--- src/rtl/bbcast_region_filter.sv ---
module bbcast_region_filter #(
  parameter int NUM_PAIRS = 6
) (
  input  logic        clk,
  input  logic        rst_n,
  input  logic        wr_en,
  input  logic [63:0] wr_data,
  output logic [63:0] rd_data,
  input  logic        unit_idle,
  input  logic [7:0]  range_hit,
  output logic        bcast_active,
  output logic        wr_err
);
  localparam logic [8:0] IMPL9    = (9'd1 << NUM_PAIRS) - 9'd1;
  localparam logic [7:0] IMPL_MSK = IMPL9[7:0];

  logic       mode_q;
  logic [7:0] sel_q;
  logic       bcast_q;
  logic       err_q;
  logic       any_sel_hit;

  assign any_sel_hit  = |(sel_q & range_hit);
  assign rd_data      = {55'd0, mode_q, sel_q};
  assign bcast_active = bcast_q;
  assign wr_err       = err_q;

  always_ff @(posedge clk) begin
    if (!rst_n) begin
      mode_q  <= 1'b0;
      sel_q   <= 8'h00;
      bcast_q <= 1'b0;
      err_q   <= 1'b0;
    end else begin
      if (wr_en && unit_idle) begin
        mode_q <= wr_data[8];
        sel_q  <= wr_data[7:0] & IMPL_MSK;
      end
      if (wr_en && !unit_idle)
        err_q <= 1'b1;
      bcast_q <= mode_q ? any_sel_hit : !any_sel_hit;
    end
  end

  a_r9_busy_write_dropped: assert property (@(posedge clk) disable iff (!rst_n)
    (wr_en && !unit_idle) |=> ($stable(rd_data) && wr_err));
  a_r9_err_sticky: assert property (@(posedge clk) disable iff (!rst_n)
    wr_err |=> wr_err);
  a_r4_idle_write_lands: assert property (@(posedge clk) disable iff (!rst_n)
    (wr_en && unit_idle) |=> (rd_data[8:0] == ($past(wr_data[8:0]) & {1'b1, IMPL_MSK})));
  a_r5_exclude_empty: assert property (@(posedge clk) disable iff (!rst_n)
    (rd_data[8:0] == 9'h000) |=> bcast_active);
  a_r7_include_empty: assert property (@(posedge clk) disable iff (!rst_n)
    (rd_data[8:0] == 9'h100) |=> !bcast_active);
  a_r6_include_hit: assert property (@(posedge clk) disable iff (!rst_n)
    (rd_data[8] && |(rd_data[7:0] & range_hit)) |=> bcast_active);
  a_r5_exclude_hit: assert property (@(posedge clk) disable iff (!rst_n)
    (!rd_data[8] && |(rd_data[7:0] & range_hit)) |=> !bcast_active);
  a_r2_reserved_zero: assert property (@(posedge clk) disable iff (!rst_n)
    rd_data[63:9] == 55'd0);
endmodule

--- config.mk ---
export PLATFORM = sky130hd
export DESIGN_NAME = bbcast_region_filter
export DESIGN_NICKNAME = d
export VERILOG_FILES = /design/src/rtl/bbcast_region_filter.sv
export SDC_FILE = /design/constraint.sdc
export NUM_CORES = 1
export LEC_CHECK = 0
export BUFFER_PORTS_ARGS = -buffer_cell sky130_fd_sc_hd__buf_2
export CAP_MARGIN = 25
export CORE_ASPECT_RATIO = 2
export CORE_MARGIN = 1
export CORE_UTILIZATION = 29
export DETAILED_ROUTE_END_ITERATION = 6
export GPL_TIMING_DRIVEN = 0
export PLACE_DENSITY = 0.95
export SLEW_MARGIN = 25
export SYNTH_ARGS = -nofsm -noshare
export SYNTH_HDL_FRONTEND = slang
export SYNTH_SLANG_ARGS = --single-unit
export TNS_END_PERCENT = 5
--- constraint.sdc ---
create_clock -name clk -period 1.95 [get_ports clk]
set_input_delay 0.2925 -clock clk [delete_from_list [all_inputs] [get_ports clk]]
set_output_delay 0.2925 -clock clk [all_outputs]
set_load 0.02 [all_outputs]
==> qor.txt, run 1 <==
status: finished clean
grt ovf: 0
post-route ant nets: 0
final period utilization: 0.581
commonest non-fill, non-tap cell in the layout: buf_4
routed len/inst: 7.02 um
Worst VDD drop: 0.402 mV
CTS buffer count: 3
initial drt markers: 10
Setup Buffers After CTS: 0
Fin Setup TNS: 0 ns
PD cells: 547 mW/mm2
setup ws final: 0.817 ns
commonest cells after routing, fill and taps aside: buf_4, conb_1, buf_2, dfxtp_1
# IOs: 142
die area: 0.00307 mm2
crit end category: output port
vias: 714
critical path type: flip-flop to output port
final setup fails: 0
post-synthesis cell area: 823 um2
Arr. time, crit path: 0.84 ns
GR Util All Layers: 0.105
Pre-Repair DR Iteration Count: 4
nature of the critical path startpoint: flip-flop
CTS tree: built
CP max-delay cell: dfxtp_1
dpl cell area: 0.00118 mm2
CTS root buf: clkbuf_8
H-tree depth: 1
routed wire length: 1.50 mm
min cycle time layout: 1.13 ns
Distinct cells, synth: 14
antenna diode count: 0
synth top area cells: buf_4, dfxtp_1, a21boi_1
Vert. Die Dim: 77.4 um
CP delay by family, top: flip-flops
syn_area_per_cell: 8.15 um2
DR vias/cell: 3.35
core area: 0.00274 mm2
RSZ-0062 raised after global routing: no
pre-CTS setup slack: 0.930 ns
CP Max Fanout: 4
nets: 261
max cap viols: 0
Placer Congestion: 0.638
HPWL reported at the end of detailed placement: 1.37 mm
crit-path max cell delay: 0.35 ns
Worst Hold Class: input port to flip-flop
Layout Area Growth over Synthesis: 49.4%
P_leak: 0.768 nW
initial antenna violation count: 0
CTS max path bufs: 2
row count: 27
first-pass GRT wire length: 2.30 mm
initial core utilization: 0.301
register area share after synthesis: 0.219
fin. max-slew vios: 0
area leader, netlist: buf_4
DRC Markers: 0
post_cts resized: 0
f_max: 883 MHz
die width: 39.7 um
clk sinks: 9
Final Cell Area: 0.00123 mm2
pin count of the biggest net entering global routing: 11
CTS Hold Buffers Added: 0
Ys Warns: 0
quantity of I/O buffers inserted on ports: 23
final-report hold violation count: 0
WP buf/inv: 2
Cells after Synth: 101
share of layout cells above drive strength 1: 0.478
Worst EP required: 1.66 ns
clk_lat worst skew: 0.23 ns
CTS clk-pin slew, worst paths: 0.04 ns
top cell type's share of synthesized area: 0.538
vias in the first global route: 568
Synth Register Bits: 9
Clock Skew: 0.00111 ns
crit-path cells: buf_4 > buf_2
[metal layers]
layer	track usage	up-vias	wire length, um
li1	-	374	-
met5	0	-	0
met2	0.197	76	763
met3	0.0257	2	263
met4	0.0621	0	14
met1	0.0860	262	454
[state kept, by name, summed over array words and instances (netlist names)]
signal,flops
bcast_active,1
mode_q,1
wr_err,1
sel_q,6
[worst reg2reg max path, cell delays in order, from the launching register on]
cell and delay [ns]:
dfxtp_1 0.32, a22oi_1 0.21, nand3_1 0.13, mux2i_1 0.13
[cell type report]
| type | count | area [um2] |
|---|---|---|
| buffer | 60 | 448 |
| clock buffer | 4 | 45.0 |
| fill | 265 | 1510 |
| multi-input combinational | 88 | 405 |
| sequential | 9 | 180 |
| tap | 29 | 36.3 |
| timing repair buffer | 23 | 115 |
[final timing paths]
| check | startpoint | to | cells past startpoint | slack (ns) |
|---|---|---|---|---|
| max reg2reg | sel_q[0] | bcast_active | 3 | 1.05 |
| min reg2reg | wr_err | wr_err | 1 | 0.47 |
| min | wr_data[4] | sel_q[4] | 3 | 0.31 |
| max | mode_q | rd_data[8] | 2 | 0.82 |
[report_power, final]
group	internal (W)	leakage, nW	total [W]	switching, W
registers	0.000195	0.0739	0.000202	0.00000647
logic	0.000109	0.672	0.000260	0.000151
clock network	0.000142	0.0228	0.000210	0.0000684
total	0.000447	0.768	0.000672	0.000225
[cells in the mapped netlist, drive strengths merged]
cell	n
a21boi	7
a22oi	3
buf	60
conb	1
dfxtp	9
mux2i	1
nand2	9
nand2b	1
nand3	8
nor2b	1
o21a	1
[cell families after synthesis]
logic type	count (synthesis)	synth area share
buffers and inverters	60	0.544
AO/OA/AOI/OAI	11	0.106
other	1	0.00455
multiplexers	1	0.0122
flip-flops	9	0.219
AND/OR/NAND/NOR	19	0.114
[per-stage QoR]
step                      std cells   util  power (W)  hold WS [ns]
final                           213  0.449   0.000672         0.314
after global routing            213  0.449   0.000714         0.331
after CTS                       213  0.449   0.000674         0.313
after detailed placement        209  0.433   0.000461         0.459
after global placement          209  0.433   0.000460         0.442
after floorplan                 157      -   0.000429         0.410
Power figures use the tool's default switching activity.
==> run 2, diff against run 1 <==
- ABC_AREA: unset -> 1
- CORE_UTILIZATION: 29 -> 26
- PLACE_DENSITY: 0.95 -> 0.89
- clock period: 1.95 -> 1.1 ns (I/O delays scaled with it)
==> qor.txt, run 2 <==
status: finished clean (unchanged)
max reg flops: 6 (unchanged)
critical path type: flip-flop to output port (unchanged)
routed len/inst: 6.13 um (was 7.02 um)
CTS buffer count: 3 (unchanged)
Comb power frac: 0.392 (was 0.387)
syn_area_per_cell: 7.28 um2 (was 8.15 um2)
Worst setup endpoint: rd_data[8] (unchanged)
antenna diode count: 0 (unchanged)
Layout Area Growth over Synthesis: 52.7% (was 49.4%)
Placer Congestion: 0.603 (was 0.638)
Clock Skew: 0.00237 ns (was 0.00111 ns)
final period utilization: 0.925
synth top area cells: buf_4, dfxtp_1, nor2_1 (was buf_4, dfxtp_1, a21boi_1)
register area: 180 um2 (unchanged)
Post-synth EDFFs: 0 (unchanged)
fillers: 325 (was 265)
setup ws final: 0.0826 ns (was 0.817 ns)
# IOs: 142 (unchanged)
nature of the critical path startpoint: flip-flop (unchanged)
Ys Warns: 0 (unchanged)
post_cts resized: 0 (unchanged)
ys flop type: dfxtp_1 (unchanged)
clk sinks: 9 (unchanged)
clock network fraction of total power: 0.309 (was 0.313)
clk_lat worst skew: 0.23 ns (about the same)
initial drt markers: 0 (was 10)
Cells after Synth: 109 (was 101)
start of the worst register-to-register path: sel_q[5] (was sel_q[0])
die width: 41.1 um (was 39.7 um)
register area share after synthesis: 0.227 (was 0.219)
die area: 0.00329 mm2 (was 0.00307 mm2)
grt ovf: 0 (unchanged)
start point of the critical path: mode_q (unchanged)
Distinct cells, synth: 13 (was 14)
Arr. time, crit path: 0.85 ns (was 0.84 ns)
PD cells: 1010 mW/mm2 (was 547 mW/mm2)
CTS tree: built (unchanged)
final setup fails: 0 (unchanged)
routed wire length: 1.37 mm (was 1.50 mm)
commonest cells after routing, fill and taps aside: buf_4, conb_1, buf_2, nor2_1, nand2_1 (was buf_4, conb_1, buf_2, dfxtp_1)
Final Cell Area: 0.00121 mm2 (was 0.00123 mm2)
Pint: 0.000801 W (was 0.000447 W)
register with the most flip-flops: sel_q (unchanged)
final total power: 0.00122 W (was 0.000672 W)
f_max: 983 MHz
CTS root buf: clkbuf_8 (unchanged)
CTS Hold Buffers Added: 0 (unchanged)
dpl cell area: 0.00117 mm2 (was 0.00118 mm2)
final-report hold violation count: 0 (unchanged)
fin. max-slew vios: 0 (unchanged)
vias: 707 (was 714)
Register-to-Register Path Depth: 6 (was 3)
Sequential Power Share: 0.299 (was 0.300)
initial antenna violation count: 0 (unchanged)
initial core utilization: 0.270 (was 0.301)
Worst VDD drop: 0.544 mV (was 0.402 mV)
GR Util All Layers: 0.0818 (was 0.105)
core area: 0.00294 mm2 (was 0.00274 mm2)
P_leak: 0.793 nW (was 0.768 nW)
pin count of the biggest net entering global routing: 10 (was 11)
DR vias/cell: 3.16 (was 3.35)
Hold WS: 0.185 ns (was 0.314 ns)
quantity of I/O buffers inserted on ports: 25 (was 23)
Multi-input gate area: 377 um2 (was 405 um2)
top cell type's share of synthesized area: 0.549 (was 0.538)
most instantiated library cell after synthesis: buf_4 (unchanged)
Vert. Die Dim: 80.1 um (was 77.4 um)
post-synthesis cell area: 793 um2 (was 823 um2)
Pre-Repair DR Iteration Count: 1 (was 4)
Switching Fraction: 0.344 (was 0.335)
share of layout cells above drive strength 1: 0.459 (was 0.478)
max cap viols: 0 (unchanged)
Fin Setup TNS: 0 ns (unchanged)
CTS clk-pin slew, worst paths: 0.04 ns (about the same)
CP Max Fanout: 4 (unchanged)
commonest non-fill, non-tap cell in the layout: buf_4 (unchanged)
DRC Markers: 0 (unchanged)
r2r endpoint: bcast_active (unchanged)
Reg2Reg Setup Slack: 0.24 ns (was 1.05 ns)
nets: 271 (was 261)
post-route ant nets: 0 (unchanged)
P_sw: 0.000420 W (was 0.000225 W)
area leader, netlist: buf_4 (unchanged)
Worst Hold Class: input port to flip-flop (unchanged)
Worst EP required: 0.94 ns (was 1.66 ns)
most frequent cells after synthesis: buf_4, nor2_1, nand2_1, dfxtp_1, o21ai_0 (was buf_4, dfxtp_1, nand2_1, nand3_1, a21boi_1)
pre-CTS setup slack: 0.223 ns (was 0.930 ns)
min cycle time layout: 1.02 ns
crit end category: output port (unchanged)
Synth Register Bits: 9 (unchanged)
row count: 28 (was 27)
vias in the first global route: 462 (was 568)
CTS max path bufs: 2 (unchanged)
Setup Buffers After CTS: 0 (unchanged)
H-tree depth: 1 (unchanged)
first-pass GRT wire length: 1.75 mm (was 2.30 mm)
Synth async-reset ratio: 0 (unchanged)
RSZ-0062 raised after global routing: no (unchanged)
==> run 2: cell count changes in the layout (fill, tap and decap cells not counted), sizes merged <==
cell    delta
nand2      +2
nand2b     -1
a21boi     -7
a21oi      +1
mux2i      -1
nand3      -7
o21ai      +7
nor2b      -1
a22oi      -3
nor2      +17
inv        +3
==> run 2: layout make-up <==
type | instances | share of cell area
Buffer | 58 | 0.360
Clock buffer | 4 | 0.0372
Inverter | 3 | 0.00930
Multi-Input combinational cell | 95 | 0.311
Sequential cell | 9 | 0.149
Tap cell | 30 | 0.0310
Timing Repair Buffer | 25 | 0.103
==> run 2: worst min-delay path by stage <==
stage          startpoint  cells past startpoint  slack (ns)  endpoint
2_1_floorplan       rst_n                      1        0.28    wr_err
3_3_place_gp   wr_data[3]                      3        0.42  sel_q[3]
3_5_place_dp   wr_data[0]                      3        0.42  sel_q[0]
4_1_cts        wr_data[0]                      3        0.19  sel_q[0]
5_1_grt        wr_data[5]                      3        0.22  sel_q[5]
6_report       wr_data[0]                      3        0.19  sel_q[0]
==> run 2: power by group through the flow <==
stage | Combinational [W] | Sequential (W) | Clock, W
global route | 0.000529 | 0.000369 | 0.000394
CTS | 0.000474 | 0.000365 | 0.000384
floorplan | 0.000381 | 0.000398 | 0
finish | 0.000479 | 0.000365 | 0.000377
global placement | 0.000471 | 0.000371 | 0
detailed placement | 0.000474 | 0.000371 | 0
==> run 2: critical path, cell delays in order, from the launching register on <==
cell,delay [ns]
dfxtp_1,0.36
buf_4,0.12
buf_2,0.15
==> run 2: logic make-up (layout without fill, tap and decap cells) <==
group / Yosys count / after routing / share of synthesized area
flops: 9 / 9 / 0.227
other cells: 1 / 57 / 0.00473
compound gates: 9 / 9 / 0.0599
buf+inv: 61 / 90 / 0.563
simple gates: 29 / 29 / 0.145
==> run 2: layer usage <==
| metal | GRT usage | up-vias | share of wire |
|---|---|---|---|
| met5 | 0 | - | 0 |
| met4 | 0.0500 | 0 | 0.017 |
| met3 | 0.0249 | 4 | 0.20 |
| met2 | 0.161 | 66 | 0.54 |
| met1 | 0.0529 | 250 | 0.25 |
| li1 | - | 387 | - |
==> run 2: stage by stage <==
step | utilization | cells
final | 0.412 | 224
after global routing | 0.412 | 224
after CTS | 0.412 | 224
after detailed placement | 0.396 | 220
after global placement | 0.396 | 220
after floorplan | - | 165
